<file path="src/rtl/lane_pattern_gen.sv">
module lane_pattern_gen #(
  parameter int PAT_W = 32,
  parameter int LANES = 24
) (
  input  logic             clk,
  input  logic             rst_n,
  input  logic             cfg_pat_we,
  input  logic [PAT_W-1:0] cfg_pat_wdata,
  input  logic             cfg_mask_we,
  input  logic [LANES-1:0] cfg_mask_wdata,
  input  logic             gen_en_we,
  input  logic             gen_en_wdata,
  input  logic [LANES-1:0] ser_in,
  output logic [LANES-1:0] rx_lanes,
  output logic [LANES-1:0] gen_lanes
);

  logic [PAT_W-1:0] pat_sh, rot;
  logic [LANES-1:0] mask_sh, mask_act;
  logic             en_q;

  wire start_req = gen_en_we & gen_en_wdata;
  wire stop_req  = gen_en_we & ~gen_en_wdata;

  always_ff @(posedge clk or negedge rst_n) begin
    if (!rst_n) begin
      pat_sh  <= '0;
      mask_sh <= '0;
    end else begin
      if (cfg_pat_we)  pat_sh  <= cfg_pat_wdata;
      if (cfg_mask_we) mask_sh <= cfg_mask_wdata;
    end
  end

  always_ff @(posedge clk or negedge rst_n) begin
    if (!rst_n)                   en_q <= 1'b0;
    else if (!en_q && start_req)  en_q <= 1'b1;
    else if (en_q && stop_req)    en_q <= 1'b0;
  end

  always_ff @(posedge clk or negedge rst_n) begin
    if (!rst_n) begin
      rot      <= '0;
      mask_act <= '0;
    end else if (!en_q) begin
      rot      <= pat_sh;
      mask_act <= mask_sh;
    end else begin
      rot      <= {rot[PAT_W-2:0], rot[PAT_W-1]};
    end
  end

  assign gen_lanes = en_q ? (mask_act & {LANES{rot[PAT_W-1]}}) : '0;

  for (genvar i = 0; i < LANES; i++) begin : g_lane_mux
    assign rx_lanes[i] = en_q ? gen_lanes[i] : ser_in[i];
  end

endmodule


</file>
<file path="config.mk">
export PLATFORM = sky130hd
export DESIGN_NAME = lane_pattern_gen
export DESIGN_NICKNAME = d
export VERILOG_FILES = /design/src/rtl/lane_pattern_gen.sv
export SDC_FILE = /design/constraint.sdc
export NUM_CORES = 1
export LEC_CHECK = 0
export BUFFER_PORTS_ARGS = -buffer_cell sky130_fd_sc_hd__buf_2
export CORE_UTILIZATION = 52
export DETAILED_ROUTE_END_ITERATION = 10
export MAX_ROUTING_LAYER = met4
export PLACE_DENSITY = 0.8
export RECOVER_POWER = 25
export SYNTH_ARGS = -nofsm -noshare
export SYNTH_HDL_FRONTEND = slang
export SYNTH_SLANG_ARGS = --single-unit
</file>
<file path="constraint.sdc">
create_clock -name clk -period 1.27 [get_ports clk]
set_clock_uncertainty 0.05 [all_clocks]
set_input_delay 0.127 -clock clk [delete_from_list [all_inputs] [get_ports clk]]
set_output_delay 0.127 -clock clk [all_outputs]
set_load 0.005 [all_outputs]
</file>
==> results.yml, run 1 <==
timing:
  holdWs_ns: 0.0742
  setup_viol: 89
  relSlewSlack: 0.493
  tightestPinTransition_ns: 0.760
  setup_ws_ns: -0.506
  period_share: 1.40
  timing.final.crit_period_ns: 1.78
  max_freq_ghz: 0.563
  maxSlewViolCount: 0
  setup_tns_ns: -23.78
  hold_violations: 0
  rsz0062_at_grt: "yes"
min_path:
  hold_path_class: "input pin to register"
finish:
  fin_cells: 636
  insertedDiodeCount: 0
  seqCellArea_um2: 2830
  layout_common_cells: "buf_2, dfrtp_1, mux2_2"
  fin_area_um2: 7010
  area_delta_synth_final_pct: 51.0
  nFillCells: 467
  multi_input_area_um2: 1680
  layout-drive-gt1-share: 0.600
  nNetsFinal: 601
  final_common_cell: "buf_2"
setup_path:
  required_ns: 1.09
  crit_path_end: "rx_lanes[21]"
  cp-start-kind: "register"
  critPathArrivalTime_ns: 1.60
  critPathLaunch: "en_q"
  rr_worst_depth: 5
  r2r-end: "mask_act[5]"
  end_kind: "output pin"
  path_max_fanout: 21
  r2r-start: "en_q"
  r2r_slack_ns: -0.13
  worstSetupPathType: "register to output pin"
yosys:
  syn-instance-count: 296
  seq_area_frac_synth: 0.609
  netlist_area_um2: 4640
  synth_nets: 382
  yosysWarnings: 0
  syn_area_per_cell_um2: 15.7
  synth.distinct_cells: 12
  synth-seq-cells: 113
floorplanning:
  ios: 134
  num_rows: 34
  start_util: 0.535
  die_y_um: 96.5
  die_x_um: 96.5
  die-area_um2: 9310
  core_area_um2: 8680
clock_network:
  path_clk_slew_ns: 0.06
  cts_buffer_depth: 2
  cts_buffers: 17
  cts_tree: "done"
  clock-sinks: 113
  cts_max_level: 4
  clkLatencyLatePin_ns: 0.50
  root_buffer: "clkbuf_8"
status:
  outcome: "finished with violations"
  violations: "negative setup slack"
power_and_ir_drop:
  p_per_area_nw_per_um2: 1570
  ir_drop_mv: 0.998
  power.total_uw: 11000
  leakage_uw: 0.00344
global_route:
  track_usage: 0.229
  grt_pass1_vias: 3219
  grt_max_degree: 33
  grt_pass1_wl_um: 15100
  grt.overflow.total: 0
  antenna_found_initial: 0
run:
  cap_violations: 0
place:
  dp.final_hpwl_um: 5830
  place_congestion: 0.696
  dp.cells: 530
  portBuffers: 133
  postPlaceCellArea_um2: 5470
routing:
  first_iter_violations: 56
  vias_per_cell: 5.09
  post_drt_wl_per_cell_um: 17.1
  routed_wl_um: 10900
  drc_errors: 0
  drtPass1Iterations: 4
  ant_nets: 0
  vias: 3239
==> critical path, cell delays in order (launching register included) <==
cell and delay, ns:
dfrtp_2 0.47, buf_12 0.18, and3_4 0.16, a21o_1 0.16
buf_2 0.12
==> report_power, final <==
group	switching, µW	internal (µW)	total, µW
combinational	653	1110	1760
sequential	223	4100	4320
clock	1630	3290	4920
==> repair_timing <==
action / in CTS / in global routing
hold buffers: 59 / 0
gates resized for setup: 17 / 15
endpoints found under the setup margin: 49 / 81
setup buffers: 1 / 9
gates cloned: 0 / 5
endpoints found under the hold margin: 170 / 0
==> cells in the mapped netlist <==
cell type,instances,area [µm²]
and3_1,24,150
clkbuf_8,3,41.3
a21o_1,24,180
nand2_1,1,3.75
buf_2,6,30.0
mux2_4,4,60.1
o21ai_0,1,5.00
mux2_1,3,33.8
mux2_2,105,1180
dfrtp_1,113,2830
buf_6,11,124
inv_2,1,3.75
==> cell type report <==
cell class | count | share of cell area
repair buffers | 220 | 0.246
flip-flops and latches | 113 | 0.404
well taps | 108 | 0.0193
inverters | 1 | 0.00125
clock buffers | 19 | 0.0630
multi-input cells | 162 | 0.240
clock inverters | 13 | 0.0262
==> worst min-delay path by stage <==
stage,start,endpoint,slack (ns),cells past startpoint
finish,cfg_mask_we,mask_sh[11],0.07,3
global route,cfg_mask_we,mask_sh[11],0.06,3
CTS,cfg_mask_we,mask_sh[8],0.04,3
detailed placement,rst_n,mask_act[6],0.04,1
global placement,rst_n,mask_sh[8],0.03,1
floorplan,rst_n,en_q,-0.22,0
==> sequential cells by signal (all words and copies together) (netlist names) <==
register	cells
rot	32
pat_sh	32
mask_act	24
mask_sh	24
en_q	1
==> per-layer routing <==
metal	vias up	wire (µm)	part of all wire	track usage
met2	112	5850	0.54	0.391
met3	9	493	0.045	0.0603
li1	1498	-	-	-
met4	0	74	0.0068	0.0772
met5	-	0	0	-
met1	1620	4470	0.41	0.263
==> logic make-up after synthesis <==
group           after synthesis  share of synthesized area
compound gates               25                     0.0399
buf+inv                      21                     0.0429
flops                       113                      0.609
mux                         112                      0.275
simple gates                 25                     0.0332
==> through the flow <==
step                worst slack (ns)   util
floorplan                      0.152      -
global placement            -0.00839  0.631
detailed placement           -0.0549  0.631
CTS                           -0.509  0.782
global route                  -0.578  0.808
finish                        -0.506  0.808
Power figures use the tool's default switching activity.
==> run 2: changes to the inputs <==
--- a/config.mk
+++ b/config.mk
@@ -5,7 +5,9 @@
 export SDC_FILE = /design/constraint.sdc
 export NUM_CORES = 1
 export LEC_CHECK = 0
+export ABC_AREA = 1
 export BUFFER_PORTS_ARGS = -buffer_cell sky130_fd_sc_hd__buf_2
+export CORE_MARGIN = 10
 export CORE_UTILIZATION = 52
 export DETAILED_ROUTE_END_ITERATION = 10
 export MAX_ROUTING_LAYER = met4
==> run 2 against run 1 <==
  * The flow still finishes with violations (negative setup slack)
  * Global-route usage rose by 2.0 points
  * Via count is 68% higher
  * Non-clock buffer count rose by 22
  * Combinational power grew 27%
  * Critical path depth up 1
  * Clock power down 11%
  * First-iteration DRC count grew to 13 times the previous value
  * Routed wire length is 96% higher
  * Highest routed layer unchanged
  * Clock-buffer cell count rose by 5
  * Fmax is 0.14% lower
  * Critical path type unchanged
  * Sequential share of layout area is 4.4 points lower
  * Core utilization grew 8.2 points
==> results.yml, run 2 <==
yosys:
  synth_top_area_share: 0.590
  synth_common_cells: "nand2_1, dfrtp_1, inv_1"
  yosysTopAreaCell: "dfrtp_1"
  synth-async-reset-ratio: 1.00
  netlist_area_um2: 4790
  synth_edf_count: 0
  seq_area_frac_synth: 0.590
  syn-instance-count: 584
  synth.distinct_cells: 9
  synth_nets: 670
  synth-seq-cells: 113
  syn_area_per_cell_um2: 8.21
  yosysMostFrequentCell: "nand2_1"
  yosysWarnings: 0
  synth_area_leaders: "dfrtp_1, nand2_1, buf_6"
  synth_ff_type: "dfrtp_1"
routing:
  routed_wl_um: 21300
  first_iter_violations: 701
  drc_errors: 0
  post_drt_wl_per_cell_um: 22.8
  drtPass1Iterations: 6
  vias_per_cell: 5.82
  ant_nets: 0
  vias: 5437
clock_network:
  cts_buffers: 17
  clkLatencyLatePin_ns: 0.51
  cts_tree: "done"
  cts_max_level: 4
  path_clk_slew_ns: 0.06
  cts_buffer_depth: 2
  root_buffer: "clkbuf_8"
  clock-sinks: 113
setup_path:
  cp-start-kind: "register"
  worstSetupPathType: "register to output pin"
  end_kind: "output pin"
  rr_worst_depth: 8
  path_max_fanout: 18
  required_ns: 1.09
  critPathArrivalTime_ns: 1.60
run:
  cap_violations: 0
place:
  dp.final_hpwl_um: 7890
  dp_slack_ns: 0.0424
  postPlaceCellArea_um2: 5490
  place_congestion: 0.802
  portBuffers: 133
min_path:
  hold_depth: 4
  hold_path_class: "input pin to register"
timing:
  maxSlewViolCount: 0
  holdWs_ns: 0.0162
  rsz0062_at_grt: "yes"
  max_freq_ghz: 0.562
  hold_violations: 0
  timing.final.crit_period_ns: 1.78
  period_share: 1.40
  tightestPinTransition_ns: 0.606
  relSlewSlack: 0.596
  setup_ws_ns: -0.509
  setup_viol: 105
floorplanning:
  die_y_um: 116
  die-area_um2: 13500
  core_area_um2: 8850
  ios: 134
  num_rows: 34
  start_util: 0.542
  die_x_um: 116
finish:
  fin_area_um2: 7880
  layout_common_cells: "nand2_1, buf_2, dfrtp_1"
  area_delta_synth_final_pct: 64.3
  nFillCells: 337
  final_common_cell: "nand2_1"
  fin_util: 0.890
  insertedDiodeCount: 0
  nNetsFinal: 901
  reg_top3: "pat_sh (32), rot (32)"
  layout-drive-gt1-share: 0.386
status:
  outcome: "finished with violations"
  violations: "negative setup slack"
power_and_ir_drop:
  leakage_uw: 0.00436
  ir_drop_mv: 1.25
  p_per_area_nw_per_um2: 1400
global_route:
  antenna_found_initial: 0
  track_usage: 0.249
  grt_max_degree: 69
  grt_pass1_vias: 5158
  grt.overflow.total: 0
  grt_pass1_wl_um: 25400
==> run 2: cell families (layout without fill, tap and decap cells) <==
| kind of cell | after synthesis | after routing | share of synthesized area |
|---|---|---|---|
| buffers and inverters | 60 | 302 | 0.0820 |
| AND/OR/NAND/NOR | 411 | 411 | 0.328 |
| flip-flops | 113 | 113 | 0.590 |
==> run 2: worst max-delay path, cell delays in order (launching register included) <==
cell      delay, ns
dfrtp_2        0.45
buf_12         0.16
clkinv_8       0.10
nand2_1        0.12
nand2_1        0.10
buf_2          0.14
==> run 2: cell type report <==
class / count / area (µm²) / area share
flip-flops and latches: 113 / 2830 / 0.359
inverters: 28 / 118 / 0.0149
well taps: 108 / 135 / 0.0172
repair buffers: 242 / 2140 / 0.272
clock inverters: 6 / 55.1 / 0.00699
clock buffers: 24 / 490 / 0.0623
repair inverters: 2 / 22.5 / 0.00286
multi-input cells: 411 / 2080 / 0.264
==> run 2: path summary, 6_finish.rpt <==
| kind | start | end | slack, ns |
|---|---|---|---|
| worst max-delay path | en_q | rx_lanes[6] | -0.51 |
| worst min-delay path | cfg_pat_we | pat_sh[6] | 0.02 |
| worst max register to register | en_q | mask_act[14] | -0.28 |
| worst min register to register | rot[7] | rot[8] | 0.40 |
| max in group asynchronous | rst_n | en_q | 0.29 |
| min in group asynchronous | rst_n | rot[30] | 0.30 |
==> run 2: where the power goes <==
part | total (µW) | internal (µW) | switching (µW) | leakage [µW]
logic | 2240 | 1020 | 1220 | 0.00270
clock network | 4400 | 2810 | 1590 | 0.000276
registers | 4370 | 4020 | 349 | 0.00139
==> run 2: per-stage QoR <==
stage          power [µW]  setup TNS (ns)  std cells
3_3_place_gp         5380               0        806
2_1_floorplan        4960               0        584
6_report            11000          -32.62        934
3_5_place_dp         5440               0        806
4_1_cts             10200          -25.78        925
5_1_grt             11300          -33.68        934
==> run 2: what timing repair did <==
action / CTS / global route
gates resized for setup: 49 / 147
pin swaps: 0 / 15
buffers inserted: 12 / 1
gates cloned: 6 / 9
hold buffers: 71 / 0
setup endpoints to repair: 48 / 105
endpoints found under the hold margin: 170 / 0
==> run 2: routing by layer <==
metal | part of all wire | global-route usage | vias to the layer above | wire length, µm
met5 | 0 | - | - | 0
met4 | 0.063 | 0.133 | 0 | 1350
met3 | 0.12 | 0.0667 | 146 | 2600
met2 | 0.48 | 0.403 | 494 | 10200
met1 | 0.34 | 0.278 | 2584 | 7180
li1 | - | - | 2213 | -
